**src/rtl/psq_pkg.sv**
```systemverilog
package psq_pkg;
  typedef enum logic [2:0] {
    PS_ACTIVE = 3'd0,
    PS_ENTER  = 3'd1,
    PS_SLEEP  = 3'd2,
    PS_EXIT   = 3'd3,
    PS_UNWIND = 3'd4
  } psq_state_e;

  // number of shutdown steps already taken
  localparam logic [2:0] LV_NONE    = 3'd0;
  localparam logic [2:0] LV_FLUSHED = 3'd1;
  localparam logic [2:0] LV_CLKOFF  = 3'd2;
  localparam logic [2:0] LV_PLLOFF  = 3'd3;
  localparam logic [2:0] LV_SAVED   = 3'd4;
  localparam logic [2:0] LV_PWROFF  = 3'd5;

  function automatic logic [2:0] depth_target(input logic [1:0] d);
    case (d)
      2'd1:    return LV_CLKOFF;
      2'd2:    return LV_PLLOFF;
      2'd3:    return LV_PWROFF;
      default: return LV_NONE;
    endcase
  endfunction
endpackage

```
**src/rtl/psq_lat_timer.sv**
```systemverilog
module psq_lat_timer #(
  parameter int CNT_W = 8
) (
  input  logic             clk,
  input  logic             rst,
  input  logic             load,
  input  logic [CNT_W-1:0] load_val,
  output logic             zero
);
  logic [CNT_W-1:0] cnt;

  always_ff @(posedge clk) begin
    if (rst)              cnt <= '0;
    else if (load)        cnt <= load_val;
    else if (cnt != '0)   cnt <= cnt - 1'b1;
  end

  assign zero = (cnt == '0);
endmodule

```
**src/rtl/psq_ratio_reg.sv**
```systemverilog
module psq_ratio_reg #(
  parameter int RATIO_W  = 6,
  parameter int RATIO_HI = 20,
  parameter int RATIO_LO = 6
) (
  input  logic               clk,
  input  logic               rst,
  input  logic               hold,
  input  logic               perf_lo,
  output logic [RATIO_W-1:0] ratio
);
  localparam logic [RATIO_W-1:0] HI_V = RATIO_W'(RATIO_HI);
  localparam logic [RATIO_W-1:0] LO_V = RATIO_W'(RATIO_LO);

  always_ff @(posedge clk) begin
    if (rst)        ratio <= HI_V;
    else if (!hold) ratio <= perf_lo ? LO_V : HI_V;
  end
endmodule

```
**src/rtl/psq_step_fsm.sv**
```systemverilog
module psq_step_fsm
  import psq_pkg::*;
(
  input  logic       clk,
  input  logic       rst,
  input  logic       req_valid,
  input  logic [1:0] req_depth,
  input  logic       wake,
  input  logic       flush_ack,
  input  logic       save_ack,
  input  logic       tmr_zero,
  output logic       tmr_load,
  output logic [2:0] st_o,
  output logic [1:0] tgt,
  output logic       core_clk_en,
  output logic       pll_en,
  output logic       core_pwr_en,
  output logic       io_bulk_en,
  output logic       flush_req,
  output logic       save_req,
  output logic       restore_req,
  output logic       core_ready
);
  psq_state_e st, st_n;
  logic [2:0] lv, lv_n, lv_inc;
  logic [1:0] tgt_n;
  logic       pend, pend_n, step_done;

  assign lv_inc   = lv + 3'd1;
  assign tmr_load = (st == PS_SLEEP) && wake;
  assign st_o     = st;

  always_comb begin
    st_n      = st;
    lv_n      = lv;
    tgt_n     = tgt;
    pend_n    = pend;
    step_done = 1'b0;
    case (st)
      PS_ACTIVE: begin
        pend_n = 1'b0;
        if (req_valid && req_depth != 2'd0) begin
          st_n  = PS_ENTER;
          tgt_n = req_depth;
        end
      end
      PS_ENTER: begin
        pend_n = pend | wake;
        case (lv)
          LV_NONE:   step_done = flush_ack;
          LV_PLLOFF: step_done = save_ack;
          default:   step_done = 1'b1;
        endcase
        if (step_done) begin
          lv_n = lv_inc;
          if (pend || wake)                  st_n = PS_UNWIND;
          else if (lv_inc == depth_target(tgt)) st_n = PS_SLEEP;
        end
      end
      PS_SLEEP: begin
        if (wake) st_n = PS_EXIT;
      end
      PS_EXIT: begin
        if (lv != LV_NONE) lv_n = lv - 3'd1;
        if (tmr_zero) begin
          st_n  = PS_ACTIVE;
          tgt_n = 2'd0;
        end
      end
      PS_UNWIND: begin
        if (lv != LV_NONE) lv_n = lv - 3'd1;
        else begin
          st_n  = PS_ACTIVE;
          tgt_n = 2'd0;
        end
      end
      default: begin
        st_n  = PS_ACTIVE;
        lv_n  = LV_NONE;
        tgt_n = 2'd0;
      end
    endcase
  end

  always_ff @(posedge clk) begin
    if (rst) begin
      st          <= PS_ACTIVE;
      lv          <= LV_NONE;
      tgt         <= 2'd0;
      pend        <= 1'b0;
      core_clk_en <= 1'b1;
      pll_en      <= 1'b1;
      core_pwr_en <= 1'b1;
      io_bulk_en  <= 1'b1;
      flush_req   <= 1'b0;
      save_req    <= 1'b0;
      restore_req <= 1'b0;
      core_ready  <= 1'b1;
    end else begin
      st          <= st_n;
      lv          <= lv_n;
      tgt         <= tgt_n;
      pend        <= pend_n;
      core_clk_en <= lv_n < LV_CLKOFF;
      pll_en      <= lv_n < LV_PLLOFF;
      core_pwr_en <= lv_n < LV_PWROFF;
      io_bulk_en  <= lv_n < LV_PWROFF;
      flush_req   <= (st_n == PS_ENTER) && (lv_n == LV_NONE);
      save_req    <= (st_n == PS_ENTER) && (lv_n == LV_PLLOFF);
      restore_req <= (st_n == PS_EXIT || st_n == PS_UNWIND) && (lv_n == LV_SAVED);
      core_ready  <= st_n == PS_ACTIVE;
    end
  end
endmodule

```
**src/rtl/psq_sleep_seq.sv**
```systemverilog
module psq_sleep_seq #(
  parameter int LAT_LIGHT = 8,
  parameter int LAT_MID   = 40,
  parameter int LAT_DEEP  = 120,
  parameter int RATIO_W   = 6,
  parameter int RATIO_HI  = 20,
  parameter int RATIO_LO  = 6
) (
  input  logic               clk,
  input  logic               rst,
  input  logic               req_valid,
  input  logic [1:0]         req_depth,
  input  logic               perf_lo,
  input  logic               wake,
  input  logic               flush_ack,
  input  logic               save_ack,
  output logic               core_clk_en,
  output logic               pll_en,
  output logic [RATIO_W-1:0] pll_ratio,
  output logic               flush_req,
  output logic               save_req,
  output logic               restore_req,
  output logic               core_pwr_en,
  output logic               io_bulk_en,
  output logic               core_ready,
  output logic [2:0]         pstate,
  output logic [1:0]         sleep_depth
);
  localparam int LAT_MAX = (LAT_DEEP > LAT_MID)
                         ? ((LAT_DEEP > LAT_LIGHT) ? LAT_DEEP : LAT_LIGHT)
                         : ((LAT_MID > LAT_LIGHT) ? LAT_MID : LAT_LIGHT);
  localparam int CNT_W = $clog2(LAT_MAX + 1);

  logic             tmr_load, tmr_zero;
  logic [CNT_W-1:0] lat_sel;
  logic [2:0]       st;
  logic [1:0]       tgt;

  always_comb begin
    case (tgt)
      2'd1:    lat_sel = CNT_W'(LAT_LIGHT - 1);
      2'd2:    lat_sel = CNT_W'(LAT_MID - 1);
      default: lat_sel = CNT_W'(LAT_DEEP - 1);
    endcase
  end

  psq_step_fsm u_fsm (
    .clk(clk), .rst(rst), .req_valid(req_valid), .req_depth(req_depth),
    .wake(wake), .flush_ack(flush_ack), .save_ack(save_ack),
    .tmr_zero(tmr_zero), .tmr_load(tmr_load), .st_o(st), .tgt(tgt),
    .core_clk_en(core_clk_en), .pll_en(pll_en), .core_pwr_en(core_pwr_en),
    .io_bulk_en(io_bulk_en), .flush_req(flush_req), .save_req(save_req),
    .restore_req(restore_req), .core_ready(core_ready)
  );

  psq_lat_timer #(.CNT_W(CNT_W)) u_timer (
    .clk(clk), .rst(rst), .load(tmr_load), .load_val(lat_sel), .zero(tmr_zero)
  );

  psq_ratio_reg #(.RATIO_W(RATIO_W), .RATIO_HI(RATIO_HI), .RATIO_LO(RATIO_LO)) u_ratio (
    .clk(clk), .rst(rst), .hold(st != 3'd0), .perf_lo(perf_lo), .ratio(pll_ratio)
  );

  assign pstate      = st;
  assign sleep_depth = tgt;
endmodule

```
**config.mk**
```make
export PLATFORM = sky130hd
export DESIGN_NAME = psq_sleep_seq
export DESIGN_NICKNAME = d
export VERILOG_FILES = /design/src/rtl/psq_pkg.sv /design/src/rtl/psq_lat_timer.sv /design/src/rtl/psq_ratio_reg.sv /design/src/rtl/psq_step_fsm.sv /design/src/rtl/psq_sleep_seq.sv
export SDC_FILE = /design/constraint.sdc
export NUM_CORES = 1
export LEC_CHECK = 0
export BUFFER_PORTS_ARGS = -buffer_cell sky130_fd_sc_hd__buf_2
export CORE_MARGIN = 1
export CORE_UTILIZATION = 38
export DETAILED_ROUTE_END_ITERATION = 16
export HOLD_SLACK_MARGIN = 0.1
export PLACE_DENSITY_LB_ADDON = 0.1
export SLEW_MARGIN = 25
export SYNTH_ARGS = -nofsm -noshare
export SYNTH_HDL_FRONTEND = slang
export SYNTH_HIERARCHICAL = 1
export SYNTH_SLANG_ARGS = --single-unit
```
**constraint.sdc**
```tcl
create_clock -name clk -period 2.8 [get_ports clk]
set_input_delay 0.14 -clock clk [delete_from_list [all_inputs] [get_ports clk]]
set_output_delay 0.14 -clock clk [all_outputs]
set_load 0.02 [all_outputs]
```
## After elaboration in Yosys (flattened, before gate mapping)

Index checks and enable logic that the tools add are counted.

| cells by class | value |
|---|---|
| bitwise gates (word level) | 2 |
| equality and inequality tests | 17 |
| add/sub/neg operators | 3 |
| reduce and logical (&&, ||, !) cells | 22 |
| magnitude comparators | 3 |
| muxes and demuxes | 26 |

Operators with widths:

| cell | number |
|---|---|
| 3-bit two-way mux | 12 |
| 3-bit one-hot mux with 3 select lines | 2 |
| 3-bit by 2-bit == test with 1-bit output (second input constant) | 5 |
| 3-bit one-hot mux with 5 select lines | 1 |
| 7-bit two-way mux | 2 |
| 7-bit one-hot mux with 2 select lines | 1 |
| 3-bit zero test | 4 |
| 3-bit == test (second input constant) | 3 |
| 2-bit one-hot mux with 4 select lines | 1 |
| 7-bit zero test | 1 |
| 7-bit nonzero test | 1 |
| 7-bit by 1-bit subtractor with 7-bit output (second input constant) | 1 |
| 3-bit by 1-bit == test with 1-bit output (second input constant) | 2 |
| 3-bit by 2-bit < comparator with 1-bit output (second input constant) | 2 |
| 2-bit two-way mux | 3 |
| 2-bit nonzero test | 3 |
| 3-bit nonzero test | 2 |
| 2-bit OR reduction | 3 |
| 1-bit logical AND | 5 |
| 5-bit two-way mux | 1 |
| 2-bit == test (second input constant) | 2 |
| 2-bit != test (second input constant) | 2 |
| 1-bit one-hot mux with 2 select lines | 2 |
| 4-bit AND reduction | 1 |
| other kinds (10) | 11 |

| word-level totals | value |
|---|---|
| logic and storage cells | 86 |
| register bits | 29 |
| input port bits | 9 |
| output and inout port bits | 19 |

## Longest topological paths before layout

| depth | value |
|---|---|
| depth after elaboration | 13 |
| gate-level depth with buffers | 10 |
| depth with buffers taken out | 9 |

## Cells and area by module

Netlist, hierarchy kept.

By module, submodules not included:

| module | times used | sequential area each (um^2) | cells an instance | area an instance (um^2) |
|---|---|---|---|---|
| psq_step_fsm | 1 | 320.3 | 114 | 1037.2 |
| psq_lat_timer | 1 | 140.1 | 47 | 399.1 |
| psq_ratio_reg | 1 | 40.0 | 13 | 113.9 |
| psq_sleep_seq | 1 | 0.0 | 6 | 33.8 |

## Least setup slack after synthesis

OpenSTA, ideal clock, no wires.

| timing | value |
|---|---|
| path kind | register -> register |
| from | register u_fsm.lv[0] |
| to | register u_fsm.pll_en |
| required time | 2678 ps |
| path slack | 749 ps |
| buffers on the path | 0 |
| library setup time | 122 ps |
| clock period less this slack | 2051 ps |
| arrival time | 1929 ps |
| stages on the path, launching flop included | 8 |
| cell sequence | dfxtp_1 > ha_1 > ha_1 > or3b_4 > a221oi_2 > o21ai_1 > o21a_1 > o32a_1 |

| between the ends | value |
|---|---|
| word-level cells in the longest chain between the ends | 6 |
| elaborated cells between the ends (all ways) | 11 |
| classes of those cells | add/sub (2); order compare (1); eq/ne (1); mux (5); reduce/logical (2) |

Ends and longest elaborated chain:

| item | line | source |
|---|---|---|
| from (decl) | psq_step_fsm.sv:25 | `logic [2:0] lv, lv_n, lv_inc;` |
| from (signal assigned) | psq_step_fsm.sv:101 | `lv <= lv_n;` |
| 3-bit by 2-bit == test with 1-bit output or 3-bit zero test (tied branches) | psq_step_fsm.sv:49 | `case (lv)` |
| 1-bit one-hot mux with 2 select lines | psq_step_fsm.sv:49 |  |
| 1-bit two-way mux | psq_step_fsm.sv:39 | `case (st)` |
| 3-bit two-way mux | psq_step_fsm.sv:54 | `if (step_done) begin` |
| 3-bit one-hot mux with 3 select lines (*) | psq_step_fsm.sv:39 |  |
| 3-bit by 2-bit < comparator with 1-bit output (*) | psq_step_fsm.sv:105 | `pll_en <= lv_n < LV_PLLOFF;` |
| to (signal assigned) | psq_step_fsm.sv:105 |  |
| to (decl) | psq_step_fsm.sv:16 | `output logic pll_en,` |

Mark *: on every way between the ends. The rest lies on a longest branch, timed or not. The select of a mux whose other input is x is not followed.
A chain may end at the register's enable or synchronous reset.

## Final worst setup path

Ends and elaborated chain as after synthesis.

==> impl_metrics.ini <==
[finish]
final_cell_mix = dfxtp_1 (25), buf_2 (23), nor2_1 (14)
syn_to_final_growth_pct = 9.56
finish.net_count = 217
drive_gt1_frac = 0.246
final_common_cell = dfxtp_1
antenna_cells = 0

[timing]
relSlewSlack = 0.600
fin_tns_setup_ns = 0
finalMaxSlewViolations = 0
finClkSkew_ns = 0.00797
finalCritPeriodShare = 0.795
hold_violations = 0
worst_slew_pin_slew_ns = 0.599
setup_viol = 0
min_period_ns = 2.23
hold_slack_ns = 0.145
rsz0062_at_grt = no
fmax_ghz = 0.449

[floorplanning]
rows = 23
core_sq_um = 4000
die_h_um = 66.6
ios = 28
dieArea_sq_um = 4430
start_util = 0.396
dieWidth_um = 66.6

[setup_path]
cpMaxStageDelayCell = or3b_4
worst_path_most_repeated_cell = ha_1
critPathLaunchType = flop
required_ns = 2.95
critPathCaptureType = flop
cp_max_fo = 6
critical_path_class = flop to flop
critPathMaxStageDelay_ns = 0.40
worst_ep_arrival_time_ns = 2.38
path_cells = ha_1 > ha_1 > or3b_4 > a221oi_2 > o21ai_1 > o21a_1 > o32a_1

[clock_tree]
hold_buffers = 0
cts_sinks = 25
post-cts-setup-buffers = 0
clk_latency_ns = 0.27
clk_pin_slew_ns = 0.08
cts_tree = yes
cts-resized-gates = 0
cts_buffers = 3
h-tree-depth = 1
clock_path_buffers = 2
cts-root-buf = clkbuf_8

[place]
place_hpwl_um = 2550
gp_congestion = 0.828
io_buffers = 23

[logic_synthesis]
synth_seq_area_share = 0.316
yosys_warnings = 6
yosysUniqueCellTypes = 56
ys_ff_latch = 25
synth_edf_count = 0
async_flop_share = 0
netlist_area_sq_um = 1580
post_synth.cell_area_avg_sq_um = 8.80
postSynthCellCount = 180
ys.flop_type = dfxtp_1

[hold_path]
hp-class = input port to flop

[global_routing]
grt_pass1_wl_um = 5530
grt_use_total = 0.164
grt-ovfl-total = 0
antenna_found_initial = 0
grt_pass1_vias = 1225
grt_max_degree = 20

[route]
drt-initial-drc-count = 64
firstDrtPassIters = 4
antenna_left = 0
drcViolationCount = 0
routed_wl_um = 3300
routed_via_density = 5.29
wl_per_cell_um = 13.3
route.vias.total = 1316

[run]
max-cap-violations = 0

[power_and_ir_drop]
vdd_drop_max_mv = 0.228
post-layout-total-power_w = 0.00115
power_density_nw_per_um2 = 664
p_leak_nw = 0.687

[run_status]
status = finished clean
==> cell usage after synthesis, drive strengths merged (2+ instances only) <==
library cell / instances / area share
or3b: 4 / 0.025
inv: 10 / 0.024
dfxtp: 25 / 0.32
o211ai: 3 / 0.014
clkbuf: 2 / 0.011
or2: 3 / 0.012
a21oi: 14 / 0.054
a221oi: 2 / 0.019
o21ai: 6 / 0.019
a21o: 3 / 0.014
nand2b: 5 / 0.024
nor3: 11 / 0.041
o22ai: 5 / 0.020
buf: 10 / 0.043
o31a: 2 / 0.011
ha: 8 / 0.063
xnor2: 6 / 0.033
a22oi: 3 / 0.017
nor2: 14 / 0.033
or3: 4 / 0.016
xor2: 4 / 0.022
nand2: 10 / 0.024
nand3: 2 / 0.0063
conb: 4 / 0.0095
and2: 2 / 0.0095
==> worst max-delay path: cells and delay by family (launching register included) <==
| family | cells | cell delay [ns] |
|---|---|---|
| simple gates | 1 | 0.40 |
| flops | 1 | 0.37 |
| fa+ha+maj | 2 | 0.42 |
| compound gates | 4 | 0.93 |
==> cells by family (layout without fill, tap and decap cells) <==
family / after synthesis / in the layout / share of synthesized area
mux: 1 / 1 / 0.00711
buf+inv: 22 / 37 / 0.0782
xor+xnor: 10 / 10 / 0.0553
compound gates: 47 / 47 / 0.230
simple gates: 63 / 63 / 0.241
flops: 25 / 25 / 0.316
other cells: 4 / 8 / 0.00948
fa+ha+maj: 8 / 8 / 0.0632
==> worst paths after layout <==
kind                    start          endpoint  slack [ns]  cells after the start
max reg2reg       u_fsm/lv[0]      u_fsm/pll_en        0.57                      7
min                   perf_lo  u_ratio/ratio[1]        0.14                      3
min reg2reg  u_ratio/ratio[1]  u_ratio/ratio[1]        0.47                      2
max               u_fsm/lv[0]      u_fsm/pll_en        0.57                      7
==> per-stage QoR <==
| step | utilization | cell area [sq um] | std cells | setup WS (ns) |
|---|---|---|---|---|
| after floorplan | - | 1600 | 184 | 0.749 |
| after global placement | 0.423 | 1690 | 245 | 0.597 |
| after detailed placement | 0.423 | 1690 | 245 | 0.596 |
| after CTS | 0.434 | 1740 | 249 | 0.574 |
| after global routing | 0.434 | 1740 | 249 | 0.411 |
| final | 0.434 | 1740 | 249 | 0.573 |
==> flip-flops by register name (all words and copies together) (netlist names) <==
name,flops
u_fsm/io_bulk_en,1
u_fsm/pend,1
u_fsm/flush_req,1
u_fsm/st_o,3
u_fsm/core_ready,1
u_fsm/pll_en,1
u_fsm/save_req,1
u_ratio/ratio,2
u_fsm/tgt,2
u_fsm/restore_req,1
u_fsm/core_clk_en,1
u_timer/cnt,7
u_fsm/lv,3
==> layer usage <==
| metal | global-route usage | vias up | part of all wire |
|---|---|---|---|
| met5 | 0 | - | 0 |
| met4 | 0.0399 | 0 | 0.0073 |
| met3 | 0.0257 | 4 | 0.034 |
| met2 | 0.290 | 32 | 0.50 |
| met1 | 0.205 | 621 | 0.46 |
| li1 | - | 659 | - |
==> final cells by class <==
class,instances,area (sq um)
Timing Repair Buffer,23,115
Fill cell,436,2260
Sequential cell,25,500
Tap cell,50,62.6
Inverter,10,37.5
Clock buffer,4,45.0
Multi-Input combinational cell,137,975
==> report_power, final <==
group | total [W] | leakage, nW | switching (W) | internal, W
clock network | 0.000210 | 0.0228 | 0.000108 | 0.000102
registers | 0.000467 | 0.205 | 0.0000510 | 0.000416
logic | 0.000475 | 0.459 | 0.000244 | 0.000231
total | 0.00115 | 0.687 | 0.000403 | 0.000749
No activity file was read; power rests on OpenSTA's default activity.
